--- src/rtl/rs_pkg.sv ---
package rs_pkg;
  typedef enum logic {
    SEQ_IDLE = 1'b0,
    SEQ_RUN  = 1'b1
  } seq_state_e;
endpackage

--- src/rtl/rs_slot_timer.sv ---
// Cycle counter within one row-group slot and the phase windows derived from it.
module rs_slot_timer #(
  parameter int SLOT_CYC  = 10,
  parameter int GATE_END  = 6,
  parameter int SAMPLE_AT = 4,
  parameter int CLR_START = 7,
  parameter int CLR_END   = 9
) (
  input  logic clk,
  input  logic rst_n,
  input  logic run_i,
  output logic slot_start_o,
  output logic slot_end_o,
  output logic gate_ph_o,
  output logic sample_ph_o,
  output logic clear_ph_o
);
  localparam int PH_W = (SLOT_CYC > 1) ? $clog2(SLOT_CYC) : 1;
  localparam logic [PH_W-1:0] PH_LAST   = PH_W'(SLOT_CYC - 1);
  localparam logic [PH_W-1:0] PH_GEND   = PH_W'(GATE_END);
  localparam logic [PH_W-1:0] PH_SAMPLE = PH_W'(SAMPLE_AT);
  localparam logic [PH_W-1:0] PH_CSTART = PH_W'(CLR_START);
  localparam logic [PH_W-1:0] PH_CEND   = PH_W'(CLR_END);

  logic [PH_W-1:0] ph_q, ph_d;
  logic            ph_en;

  always_comb begin
    ph_en = run_i || (ph_q != '0);
    if (!run_i || ph_q == PH_LAST) ph_d = '0;
    else                           ph_d = ph_q + 1'b1;
  end

  always_ff @(posedge clk or negedge rst_n) begin
    if (!rst_n)     ph_q <= '0;
    else if (ph_en) ph_q <= ph_d;
  end

  assign slot_start_o = run_i && (ph_q == '0);
  assign slot_end_o   = run_i && (ph_q == PH_LAST);
  assign gate_ph_o    = run_i && (ph_q < PH_GEND);
  assign sample_ph_o  = run_i && (ph_q == PH_SAMPLE);
  assign clear_ph_o   = run_i && (ph_q >= PH_CSTART) && (ph_q < PH_CEND);
endmodule

--- src/rtl/rs_frame_ctrl.sv ---
// Idle/run control, row-group counter, frame flags and trigger overrun.
module rs_frame_ctrl
  import rs_pkg::*;
#(
  parameter int NUM_GROUPS = 128,
  parameter int ROW_W      = 7
) (
  input  logic             clk,
  input  logic             rst_n,
  input  logic             trig_i,
  input  logic             cont_i,
  input  logic             slot_start_i,
  input  logic             slot_end_i,
  output logic             run_o,
  output logic [ROW_W-1:0] row_o,
  output logic             frame_start_o,
  output logic             frame_done_o,
  output logic             overrun_o
);
  localparam logic [ROW_W-1:0] ROW_LAST = ROW_W'(NUM_GROUPS - 1);

  seq_state_e       st_q, st_d;
  logic [ROW_W-1:0] row_q, row_d;
  logic             row_en;
  logic             ovr_q, ovr_d, ovr_en;
  logic             last_slot;

  assign last_slot = (st_q == SEQ_RUN) && slot_end_i && (row_q == ROW_LAST);

  always_comb begin
    st_d   = st_q;
    row_d  = row_q;
    row_en = 1'b0;
    ovr_d  = 1'b1;
    ovr_en = 1'b0;
    unique case (st_q)
      SEQ_IDLE: begin
        if (trig_i) begin
          st_d   = SEQ_RUN;
          row_d  = '0;
          row_en = 1'b1;
        end
      end
      SEQ_RUN: begin
        if (trig_i) ovr_en = 1'b1;
        if (slot_end_i) begin
          row_en = 1'b1;
          if (row_q == ROW_LAST) begin
            row_d = '0;
            if (!cont_i) st_d = SEQ_IDLE;
          end else begin
            row_d = row_q + 1'b1;
          end
        end
      end
      default: st_d = SEQ_IDLE;
    endcase
  end

  always_ff @(posedge clk or negedge rst_n) begin
    if (!rst_n) st_q <= SEQ_IDLE;
    else        st_q <= st_d;
  end

  always_ff @(posedge clk or negedge rst_n) begin
    if (!rst_n)      row_q <= '0;
    else if (row_en) row_q <= row_d;
  end

  always_ff @(posedge clk or negedge rst_n) begin
    if (!rst_n)      ovr_q <= 1'b0;
    else if (ovr_en) ovr_q <= ovr_d;
  end

  assign run_o         = (st_q == SEQ_RUN);
  assign row_o         = row_q;
  assign frame_start_o = run_o && slot_start_i && (row_q == '0);
  assign frame_done_o  = last_slot;
  assign overrun_o     = ovr_q;
endmodule

--- src/rtl/rs_line_decode.sv ---
// Maps the row-group index and phase windows onto one-hot channel enables.
module rs_line_decode #(
  parameter int NUM_CH = 32,
  parameter int ROW_W  = 7
) (
  input  logic [ROW_W-1:0]  row_i,
  input  logic              gate_ph_i,
  input  logic              clear_ph_i,
  output logic [NUM_CH-1:0] gate_o,
  output logic [NUM_CH-1:0] clear_o
);
  logic [ROW_W-1:0] sel;

  generate
    if (NUM_CH == 1) begin : g_single
      assign sel = '0;
    end else begin : g_multi
      assign sel = row_i % ROW_W'(NUM_CH);
    end
  endgenerate

  for (genvar c = 0; c < NUM_CH; c++) begin : g_ch
    logic hit;
    assign hit        = (sel == ROW_W'(c));
    assign gate_o[c]  = gate_ph_i && hit;
    assign clear_o[c] = clear_ph_i && hit;
  end
endmodule

--- src/rtl/rs_row_sequencer.sv ---
module rs_row_sequencer #(
  parameter int NUM_CH     = 32,
  parameter int NUM_GROUPS = 128,
  parameter int SLOT_CYC   = 10,
  parameter int GATE_END   = 6,
  parameter int SAMPLE_AT  = 4,
  parameter int CLR_START  = 7,
  parameter int CLR_END    = 9,
  localparam int ROW_W     = (NUM_GROUPS > 1) ? $clog2(NUM_GROUPS) : 1
) (
  input  logic              clk,
  input  logic              rst_n,
  input  logic              trig_i,
  input  logic              cont_i,
  output logic [NUM_CH-1:0] gate_o,
  output logic [NUM_CH-1:0] clear_o,
  output logic              sample_o,
  output logic [ROW_W-1:0]  row_o,
  output logic              frame_start_o,
  output logic              frame_done_o,
  output logic              overrun_o
);
  logic run, slot_start, slot_end, gate_ph, clear_ph;

  rs_slot_timer #(
    .SLOT_CYC (SLOT_CYC),
    .GATE_END (GATE_END),
    .SAMPLE_AT(SAMPLE_AT),
    .CLR_START(CLR_START),
    .CLR_END  (CLR_END)
  ) i_timer (
    .clk         (clk),
    .rst_n       (rst_n),
    .run_i       (run),
    .slot_start_o(slot_start),
    .slot_end_o  (slot_end),
    .gate_ph_o   (gate_ph),
    .sample_ph_o (sample_o),
    .clear_ph_o  (clear_ph)
  );

  rs_frame_ctrl #(
    .NUM_GROUPS(NUM_GROUPS),
    .ROW_W     (ROW_W)
  ) i_ctrl (
    .clk          (clk),
    .rst_n        (rst_n),
    .trig_i       (trig_i),
    .cont_i       (cont_i),
    .slot_start_i (slot_start),
    .slot_end_i   (slot_end),
    .run_o        (run),
    .row_o        (row_o),
    .frame_start_o(frame_start_o),
    .frame_done_o (frame_done_o),
    .overrun_o    (overrun_o)
  );

  rs_line_decode #(
    .NUM_CH(NUM_CH),
    .ROW_W (ROW_W)
  ) i_decode (
    .row_i     (row_o),
    .gate_ph_i (gate_ph),
    .clear_ph_i(clear_ph),
    .gate_o    (gate_o),
    .clear_o   (clear_o)
  );
endmodule

--- config.mk ---
export PLATFORM = sky130hd
export DESIGN_NAME = rs_row_sequencer
export DESIGN_NICKNAME = d
export VERILOG_FILES = /design/src/rtl/rs_pkg.sv /design/src/rtl/rs_slot_timer.sv /design/src/rtl/rs_frame_ctrl.sv /design/src/rtl/rs_line_decode.sv /design/src/rtl/rs_row_sequencer.sv
export SDC_FILE = /design/constraint.sdc
export NUM_CORES = 1
export LEC_CHECK = 0
export ABC_AREA = 1
export ABC_CLOCK_PERIOD_IN_PS = 1600
export BUFFER_PORTS_ARGS = -buffer_cell sky130_fd_sc_hd__buf_2
export CELL_PAD_IN_SITES_DETAIL_PLACEMENT = 1
export CELL_PAD_IN_SITES_GLOBAL_PLACEMENT = 1
export CORE_MARGIN = 2
export CORE_UTILIZATION = 28
export DETAILED_ROUTE_END_ITERATION = 8
export PLACE_DENSITY = 0.86
export SETUP_SLACK_MARGIN = 0.3
export SLEW_MARGIN = 20
export SYNTH_ARGS = -nofsm -noshare
export SYNTH_HDL_FRONTEND = slang
export SYNTH_SLANG_ARGS = --single-unit
--- constraint.sdc ---
create_clock -name clk -period 1.6 [get_ports clk]
set_input_delay 0.16 -clock clk [delete_from_list [all_inputs] [get_ports clk]]
set_output_delay 0.16 -clock clk [all_outputs]
set_load 0.02 [all_outputs]
# After elaboration in Yosys (flattened, before gate mapping)

Cells that the tools add are included.

Bits of input ports: 4
Output and inout bits: 75
Bits in registers: 13

Bitwise operators: 1
Muxes and demuxes: 13
$lt $le $gt $ge: 3
$add $sub $neg: 2
Eq/ne operators: 36
Reductions and logical operators: 82

Operators by type and width:

| kind                                                                                | number |
|---|---|
| 5-bit equality test, second input constant                                          | 16 |
| 1-bit logical AND                                                                   | 74 |
| 5-bit by 4-bit equality test with 1-bit output, second input constant               | 8 |
| 7-bit 2-to-1 mux                                                                    | 3 |
| 5-bit by 3-bit equality test with 1-bit output, second input constant               | 4 |
| 7-bit logical NOT                                                                   | 2 |
| 7-bit case mux with 2 select lines                                                  | 1 |
| 5-bit by 2-bit equality test with 1-bit output, second input constant               | 2 |
| 7-bit by 1-bit adder with 7-bit output, second input constant                       | 1 |
| 7-bit equality test, second input constant                                          | 1 |
| 1-bit 2-to-1 mux                                                                    | 6 |
| 5-bit by 1-bit equality test with 1-bit output, second input constant               | 1 |
| 4-bit by 1-bit adder with 4-bit output, second input constant                       | 1 |
| 4-bit by 3-bit equality test with 1-bit output, second input constant               | 1 |
| 4-bit equality test, second input constant                                          | 1 |
| 4-bit by 3-bit greater-or-equal comparator with 1-bit output, second input constant | 1 |
| 4-bit logical NOT                                                                   | 1 |
| 4-bit by 3-bit < comparator with 1-bit output, second input constant                | 1 |
| 4-bit < comparator, second input constant                                           | 1 |
| 4-bit 2-to-1 mux                                                                    | 1 |
| 1-bit case mux with 2 select lines                                                  | 2 |
| 4-bit nonzero test                                                                  | 1 |
| 3-bit AND reduction                                                                 | 1 |
| 1-bit logical OR                                                                    | 2 |
| other kinds (4)                                                                     | 4 |

# Logic depth before layout (Yosys ltp)

Gate-level depths: netlist of run 1.

Word-level depth: 5
Depth in mapped cells: 10

# By module

A second synthesis of run 1 with hierarchy kept.

Cell total of the unflattened synthesis: 239
Area, all modules: 1,403.8 um^2

Modules (own cells, without submodules):

| module         | area each (um^2) | instances | sequential area each (um^2) | cells each |
|---|---|---|---|---|
| rs_frame_ctrl  | 544.3            | 1         | 225.2                       | 74 |
| rs_line_decode | 528.0            | 1         | 0.0                         | 123 |
| rs_slot_timer  | 331.6            | 1         | 100.1                       | 42 |

# Worst setup path after synthesis of run 1

Ideal clock, no wire load.

Path type: reg2out
Start: reg i_ctrl.row_q[0], in the netlist i_ctrl.row_o[0]
End: out frame_start_o
Path slack: -169 ps
Buffers on the path: 1
Required time: 1,440 ps
Cell stages (with the launch flop): 6
Arrival time: 1,609 ps
Cell sequence: dfrtp_1 > inv_1 > ha_1 > buf_1 > nand3_1 > nor3_1

Word-level cells in the longest chain between the ends: 2

RTL lines:

| what                   | RTL line               | RTL |
|---|---|---|
| start, declared        | rs_frame_ctrl.sv:23    | `logic [ROW_W-1:0] row_q, row_d;` |
| start signal, assigned | rs_frame_ctrl.sv:67    | `else if (row_en) row_q <= row_d;` |
| 7-bit logical NOT      | rs_frame_ctrl.sv:77    | `assign frame_start_o = run_o && slot_start_i && (row_q == '0);` |
| 1-bit logical AND      | rs_frame_ctrl.sv:77    |  |
| end, declared          | rs_row_sequencer.sv:19 | `output logic frame_start_o,` |

No other way between the ends.

# Worst setup path in the final report of run 1

Start: reg i_timer.ph_q[0]
End: out clear_o[16]

Word-level cells in the longest chain between the ends: 4
Elaborated cells on any way between the ends: 5
Those cells by class: order compare (2); reduce/logical (3)

RTL lines:

| what                                                         | RTL line               | RTL |
|---|---|---|
| start, declared                                              | rs_slot_timer.sv:25    | `logic [PH_W-1:0] ph_q, ph_d;` |
| start signal, assigned                                       | rs_slot_timer.sv:36    | `else if (ph_en) ph_q <= ph_d;` |
| 4-bit by 3-bit greater-or-equal comparator with 1-bit output | rs_slot_timer.sv:43    | `assign clear_ph_o = run_i && (ph_q >= PH_CSTART) && (ph_q < PH_CEND);` |
| 1-bit logical AND                                            | rs_slot_timer.sv:43    |  |
| 1-bit logical AND (*)                                        | rs_slot_timer.sv:43    |  |
| 1-bit logical AND (*)                                        | rs_line_decode.sv:26   | `assign clear_o[c] = clear_ph_i && hit;` |
| end, declared                                                | rs_row_sequencer.sv:16 | `output logic [NUM_CH-1:0] clear_o,` |

Mark *: on every way between the ends. The rest lies on a longest branch, timed or not.

==> qor.yml, run 1 <==
grt:
  grt_pass1_wl_um: 10700
  grt.total_usage_pct: 26.1
  antenna_found_initial: 0
  grt_max_degree: 18
  grt-ovfl-total: 0
  grt_pass1_vias: 1965
place:
  dpl.hpwl_um: 4160
  gp_congestion: 0.841
  portBuffers: 78
  dpl.cell_count: 347
  placedInstanceArea_um2: 2310
timing:
  setup_violations: 72
  maxSlewHeadroom_pct: 78.4
  final.setup.tns_ns: -16.38
  finalHoldViolCount: 0
  timing.hold.ws_ns: 0.123
  clock-skew-final_ns: 0.00274
  setup_ws_ns: -0.313
  final.min_clock_period_ns: 1.91
  fmax_ghz: 0.523
  tightest_slew_ns: 0.321
  fin_crit_sh_pct: 120
  final_max_slew_viol_count: 0
  rsz0062_at_grt: "true"
die:
  core-area_um2: 4690
  io_pins: 79
  start_util_pct: 29.0
  die_h_um: 73.7
  die_x_um: 73.7
  die-area_um2: 5430
  rows: 25
clock_tree:
  cts_buffers: 3
  clk_root_buffer_cell: "clkbuf_8"
  clk_pin_slew_worst_paths_ns: 0.06
  cts_tree: "built"
  insertion_delay_ns: 0.25
  clock_path_buffers: 2
  h-tree-depth: 1
  cts.sinks: 13
drt:
  antenna_left: 0
  via_count: 2019
  wl_per_cell_um: 22.2
  viasPerCell: 5.40
  drc_errors: 0
  wl_um: 8300
  drt_iter0_drc: 130
  firstDrtPassIters: 4
finish:
  drive_above_1_share_pct: 75.9
  finish.utilization_pct: 64.8
  final_nets: 335
  multi_input_area_um2: 1490
  ff_latch_area_um2: 333
  num_antenna_cells: 0
  fin_area_um2: 3040
  final_cells: 374
  syn2layout_area_growth_pct: 124
  fillers: 530
synthesis:
  synth_fp_nets: 230
  ys_ff_latch: 13
  syn_avg_cell_area_um2: 6.30
  ys_types: 26
  syn-instance-count: 216
  ys_warn_count: 0
  yosysSeqAreaShare_pct: 23.9
  synth_area_um2: 1360
setup_path:
  endpoint_kind: "primary output"
  worstPathMaxFanout: 8
  crit_type: "reg -> out"
  start_kind: "flip-flop"
  reg2reg_slack_ns: -0.08
  arrival_ns: 1.75
  cp_data_required_time_ns: 1.44
  reg2reg_depth: 10
run:
  cap_viol_max_count: 0
hold_path:
  hold_path.class: "in -> reg"
  holdPathStages: 3
run_status:
  violations: "negative setup slack"
  status: "finished, violations left"
power:
  p_per_area_nw_per_um2: 1410
  p_leak_nw: 1.29
  vdd_drop_max_mv: 0.950
-- power by group --
part,internal (W),switching (W),total (W)
Combinational,0.00132,0.00207,0.00338
Sequential,0.000432,0.000172,0.000604
Clock,0.000176,0.000133,0.000309
-- final timing paths --
check	from	endpoint
worst max-delay path	i_timer.ph_q[0]	clear_o[16]
worst min-delay path	cont_i	i_ctrl.run_o
worst max register to register	i_timer.ph_q[0]	i_timer.ph_q[2]
worst min register to register	i_ctrl.overrun_o	i_ctrl.overrun_o
max in group asynchronous	rst_n	i_ctrl.row_o[1]
min in group asynchronous	rst_n	i_ctrl.row_o[3]
-- routing by layer --
| metal | GRT usage (%) | vias up | wire (um) |
|---|---|---|---|
| met5 | 0 | - | 0 |
| met4 | 8.89 | 0 | 322 |
| met3 | 3.98 | 29 | 436 |
| met2 | 48.0 | 95 | 4400 |
| met1 | 30.3 | 995 | 3140 |
| li1 | - | 900 | - |
-- final cells by class --
cell class                 instances  area share [%]
tap                               54            2.22
sequential                        13            10.9
inverter                          20            2.80
clock buffer                       4            1.48
multi-input combinational        169            49.0
timing repair buffer             114            33.5
-- through the flow --
stage	power (W)	worst slack [ns]
after floorplan	0.00236	0.170
after global placement	0.00282	0.0521
after detailed placement	0.00290	0.00709
after CTS	0.00377	-0.252
after global routing	0.00448	-0.380
final	0.00429	-0.313
-- Yosys cell counts --
cell type  instances  area [um^2]
a21o_1             1         7.51
a21oi_1            2         10.0
xnor2_1            1         8.76
clkbuf_1           2         7.51
clkinv_1           1         3.75
ha_1              10          125
o22ai_1            2         12.5
nor3_2             1         10.0
nor3_1             2         10.0
nand4_1            2         12.5
inv_2              2         7.51
dfrtp_1           13          325
buf_6              3         33.8
o211ai_2           1         12.5
buf_1              2         7.51
nand3_1           39          195
nor2_4             1         11.3
nor2_1            65          244
a31oi_4            1         21.3
nand2_2            2         12.5
nor2_2            11         68.8
nand2_1           21         78.8
inv_1             17         63.8
buf_2              7         35.0
o21ai_1            2         10.0
o21ai_0            5         25.0
-- cells in the final DEF (no fill, tap or decap), types with 2 or more instances in the layout --
master / netlist / final
nor2_2: 11 / 26
ha_4: 0 / 4
o21ai_1: 2 / 5
dfrtp_2: 0 / 6
buf_2: 7 / 46
inv_2: 2 / 8
nor2_4: 1 / 44
nand2_1: 21 / 17
nor3_4: 0 / 2
buf_12: 0 / 6
buf_6: 3 / 33
nand3_1: 39 / 22
nand3_2: 0 / 14
inv_4: 0 / 2
nand2_4: 0 / 2
ha_2: 0 / 5
nand4_1: 2 / 2
dfrtp_1: 13 / 7
inv_1: 17 / 9
nor2_1: 65 / 7
buf_16: 0 / 3
buf_4: 0 / 24
nand2_2: 2 / 3
clkbuf_8: 0 / 3
nand3_4: 0 / 3
-- worst max-delay path: stages, from the launching register on --
cell and delay [ns]:
dfrtp_1 0.41, ha_2 0.21, nand2_2 0.09, nor3_4 0.05, a31oi_4 0.23, buf_12 0.16
buf_16 0.16, nor2_4 0.05, buf_6 0.13
-- kinds of logic (layout without fill, tap and decap cells) --
group	Yosys count	in the layout	share of synthesized area, %
simple gates	144	144	47.3
buf+inv	34	138	11.7
compound gates	14	14	7.27
flops	13	13	23.9
fa+ha+maj	10	10	9.20
xor+xnor	1	1	0.644
-- registers in the layout (all words and copies together), names as in the netlist --
register and count:
i_ctrl.row_o 7, i_timer.ph_q 4, i_ctrl.overrun_o 1, i_ctrl.run_o 1
-- repair_timing --
item,4_1_cts,5_1_grt
resized for setup,77,39
pin swaps,5,6
endpoints found under the setup margin,78,79
gates cloned,3,1
setup buffers,7,11
endpoints found under the hold margin,13,0
hold buffers,1,0
Note: power is estimated with default switching activity, not from simulation.
==> run 2: changes to the inputs <==
--- a/config.mk
+++ b/config.mk
@@ -5,7 +5,6 @@
 export SDC_FILE = /design/constraint.sdc
 export NUM_CORES = 1
 export LEC_CHECK = 0
-export ABC_AREA = 1
 export ABC_CLOCK_PERIOD_IN_PS = 1600
 export BUFFER_PORTS_ARGS = -buffer_cell sky130_fd_sc_hd__buf_2
 export CELL_PAD_IN_SITES_DETAIL_PLACEMENT = 1
@@ -14,7 +13,7 @@
 export CORE_UTILIZATION = 28
 export DETAILED_ROUTE_END_ITERATION = 8
 export PLACE_DENSITY = 0.86
-export SETUP_SLACK_MARGIN = 0.3
+export SETUP_SLACK_MARGIN = 0.5
 export SLEW_MARGIN = 20
 export SYNTH_ARGS = -nofsm -noshare
 export SYNTH_HDL_FRONTEND = slang
==> qor.yml, run 2 <==
die:
  start_util_pct: 29.1
  die_h_um: 71.5
  die_x_um: 71.5
  rows: 24
  io_pins: 79
run_status:
  status: "aborted with a tool error"
  haltStage: "clock tree synthesis"
  firstError: "[ERROR DPL-0033] detailed placement checks failed during check placement."
synthesis:
  ys_ff_latch: 13
  synthMostInstantiatedCell: "nor2_1"
  synthTopCellsByArea: "dfrtp_1 25%, nor2_1 19%, ha_1 9.8%"
  yosysSeqAreaShare_pct: 25.5
  syn-instance-count: 181
  synth_flop_cell: "dfrtp_1"
  synth_top_area_share_pct: 25.5
  ys_warn_count: 0
  yosys-top-cells-count: "64 x nor2_1, 18 x nand2_1, 13 x dfrtp_1"
  synth_top_cell_by_area: "dfrtp_1"
  syn_avg_cell_area_um2: 7.05
  ys_types: 35
  synth_area_um2: 1280
  synth_fp_nets: 195
  synth-edff-count: 0
  async_flop_share_pct: 100
clock_tree:
  clk_root_buffer_cell: "clkbuf_8"
  cts_buffers: 3
  ctsResizeCount: 157
  cts.sinks: 13
  cts_setup_buffers: 14
  h-tree-depth: 1
  clock_path_buffers: 2
  cts_hold_buf: 1
place:
  dpl.hpwl_um: 5060
  dpl.cell_count: 335
  place_ws_ns: -0.233
  portBuffers: 78
  gp_congestion: 0.776
## run 2: cells by family after synthesis
family          count (synthesis)  share of synthesized area [%]
simple gates                  121                           44.8
buf+inv                        17                           8.04
compound gates                 16                           9.02
flops                          13                           25.5
fa+ha+maj                      10                           9.80
xor+xnor                        3                           2.06
mux                             1                          0.784
## run 2: per-stage QoR
| step | cell area [um^2] | util, % | setup TNS [ns] |
|---|---|---|---|
| 3_3_place_gp | 2530 | 57.6 | -1.52 |
| 2_1_floorplan | 1850 | - | -1.65 |
| 3_5_place_dp | 2530 | 57.6 | -4.32 |
==> run 3: changes to the inputs <==
--- a/config.mk
+++ b/config.mk
@@ -7,13 +7,10 @@
 export LEC_CHECK = 0
 export ABC_CLOCK_PERIOD_IN_PS = 1600
 export BUFFER_PORTS_ARGS = -buffer_cell sky130_fd_sc_hd__buf_2
-export CELL_PAD_IN_SITES_DETAIL_PLACEMENT = 1
-export CELL_PAD_IN_SITES_GLOBAL_PLACEMENT = 1
-export CORE_MARGIN = 2
-export CORE_UTILIZATION = 28
+export CORE_AREA = 2 2 63 65
 export DETAILED_ROUTE_END_ITERATION = 8
-export PLACE_DENSITY = 0.86
-export SETUP_SLACK_MARGIN = 0.5
+export DIE_AREA = 0 0 65 67
+export PLACE_DENSITY_LB_ADDON = 0.15
 export SLEW_MARGIN = 20
 export SYNTH_ARGS = -nofsm -noshare
 export SYNTH_HDL_FRONTEND = slang
==> qor.yml, run 3 <==
power:
  seqPwrFrac_pct: 16.2
  power.internal_w: 0.00165
  netSwitchingFraction_pct: 50.4
  combPwrFrac_pct: 74.6
  p_switching_w: 0.00167
  p_per_area_nw_per_um2: 1210
  p_leak_nw: 1.24
  vdd_drop_max_mv: 0.926
  pwr-share-clk_pct: 9.3
synthesis:
  yosys-top-cells-count: "64 x nor2_1, 18 x nand2_1, 13 x dfrtp_1"
  synth_top_cell_by_area: "dfrtp_1"
  synthMostInstantiatedCell: "nor2_1"
  synthTopCellsByArea: "dfrtp_1 25%, nor2_1 19%, ha_1 9.8%"
  synth_flop_cell: "dfrtp_1"
  yosysSeqAreaShare_pct: 25.5
  syn-instance-count: 181
  synth_top_area_share_pct: 25.5
  ys_ff_latch: 13
  synth-edff-count: 0
  syn_avg_cell_area_um2: 7.05
  async_flop_share_pct: 100
  synth_area_um2: 1280
  synth_fp_nets: 195
  ys_types: 35
  ys_warn_count: 0
drt:
  via_count: 1700
  wl_per_cell_um: 14.7
  drt_iter0_drc: 45
  drc_errors: 0
  viasPerCell: 4.93
  firstDrtPassIters: 4
  wl_um: 5060
  antenna_left: 0
place:
  portBuffers: 78
  place_ws_ns: -0.191
  dpl.hpwl_um: 3210
  gp_congestion: 0.786
  dpl.cell_count: 329
timing:
  final_max_slew_viol_count: 0
  setup_ws_ns: -0.345
  finalHoldViolCount: 0
  final.setup.tns_ns: -16.31
  fin_crit_sh_pct: 122
  tightest_slew_ns: 0.603
  fmax_ghz: 0.514
  clock-skew-final_ns: 0.00332
  maxSlewHeadroom_pct: 59.7
  rsz0062_at_grt: "true"
  setup_violations: 68
  final.min_clock_period_ns: 1.95
setup_path:
  worstPathMaxFanout: 2
  crit_type: "reg -> out"
  endpoint_kind: "primary output"
  reg2reg_slack_ns: -0.08
  arrival_ns: 1.79
  path_cells: "inv_2, ha_4, or3b_4, nor2_4, nand4b_1, nor3_4, buf_6"
  reg2reg_depth: 7
  cpPeakStageDelay_ns: 0.40
  cp_data_required_time_ns: 1.44
  crit_family: "simple AND/OR/NAND/NOR gates"
  cp-endpoint: "frame_start_o"
  worstReg2RegStart: "i_timer.ph_q[0]"
  cp_num_cells: 7
  path_buf_inv: 2
  crit_slowest_cell: "dfrtp_2"
  critPathLaunch: "i_ctrl.row_o[0]"
  start_kind: "flip-flop"
  r2r-end: "i_ctrl.row_o[3]"
die:
  io_pins: 79
  core-area_um2: 3610
  rows: 22
  die_x_um: 65
  die-area_um2: 4360
  die_h_um: 67
  start_util_pct: 35.4
finish:
  drive_above_1_share_pct: 65.7
  final_nets: 312
  final_cell_mix: "41 x buf_6, 40 x buf_2, 36 x buf_4, 33 x nor2_1, 31 x nor2_4"
  layout_commonest_cell: "buf_6"
  syn2layout_area_growth_pct: 115
  num_antenna_cells: 0
  final_cells: 345
  fillers: 249
  largest_register_ffs: 7
grt:
  grt_pass1_vias: 1604
  grt_pass1_wl_um: 7550
  grt_max_degree: 14
  grt-ovfl-total: 0
  grt.total_usage_pct: 22.5
  antenna_found_initial: 0
clock_tree:
  h-tree-depth: 1
  cts.sinks: 13
  clk_pin_slew_worst_paths_ns: 0.06
  cts_buffers: 3
  cts_tree: "built"
  clock_path_buffers: 2
  insertion_delay_ns: 0.25
  clk_root_buffer_cell: "clkbuf_8"
run_status:
  status: "finished, violations left"
  violations: "negative setup slack"
hold_path:
  hold_path.class: "in -> reg"
run:
  cap_viol_max_count: 0
## run 3: cells by family (layout without fill, tap and decap cells)
logic type                 after synthesis  count (layout)  share of synthesized area, %
adders and majority gates               10              10                          9.80
muxes                                    1               1                         0.784
DFF                                     13              13                          25.5
AOI/OAI and AO/OA                       16              16                          9.02
xor gates and xnor gates                 3               3                          2.06
buffers and inverters                   17             133                          8.04
and+or+nand+nor                        121             121                          44.8
## run 3: metrics by stage
stage / util, % / hold slack [ns] / area, um^2 / power, W
after floorplan: - / -0.136 / 1360 / 0.00168
after global placement: 55.4 / 0.0661 / 2000 / 0.00241
after detailed placement: 55.4 / 0.0654 / 2000 / 0.00243
after CTS: 72.9 / 0.151 / 2630 / 0.00316
after global routing: 76.1 / 0.157 / 2740 / 0.00353
final: 76.1 / 0.152 / 2740 / 0.00332
## run 3: repair_timing
item                                    in CTS  in global routing
endpoints found under the setup margin      67                 72
cloned                                       2                  0
hold endpoints to repair                    13                  0
gates resized for setup                    132                 26
pin swaps                                   22                 10
setup buffers                                7                  4
hold buffers                                 1                  0
## run 3: area by class of cell
class                      instances  area, um^2  share of cell area [%]
multi-input combinational        151        1230                    44.7
tap                               48        60.1                    2.19
clock buffer                       4        45.0                    1.64
inverter                           6        22.5                   0.821
sequential                        13         332                    12.1
timing repair buffer             123        1060                    38.5
## run 3: worst min-delay path by stage
stage / startpoint / cells past startpoint / endpoint
floorplan: rst_n / 0 / i_ctrl.overrun_o
global placement: rst_n / 1 / i_ctrl.overrun_o
detailed placement: rst_n / 1 / i_ctrl.overrun_o
CTS: trig_i / 2 / i_ctrl.overrun_o
global route: trig_i / 2 / i_ctrl.overrun_o
finish: trig_i / 2 / i_ctrl.overrun_o
## run 3: power by group through the flow
stage | sequential, W | combinational [W] | clock [W]
floorplan | 0.000620 | 0.00106 | 0
global placement | 0.000516 | 0.00190 | 0
detailed placement | 0.000522 | 0.00191 | 0
CTS | 0.000523 | 0.00232 | 0.000311
global route | 0.000551 | 0.00264 | 0.000333
finish | 0.000537 | 0.00248 | 0.000308
## run 3: per-layer routing
layer / vias to the layer above / share of wire, % / track usage (%)
met4: 0 / 1.6 / 9.31
li1: 832 / - / -
met1: 804 / 43 / 26.1
met5: - / 0 / 0
met3: 9 / 4.1 / 3.38
met2: 55 / 51 / 41.2
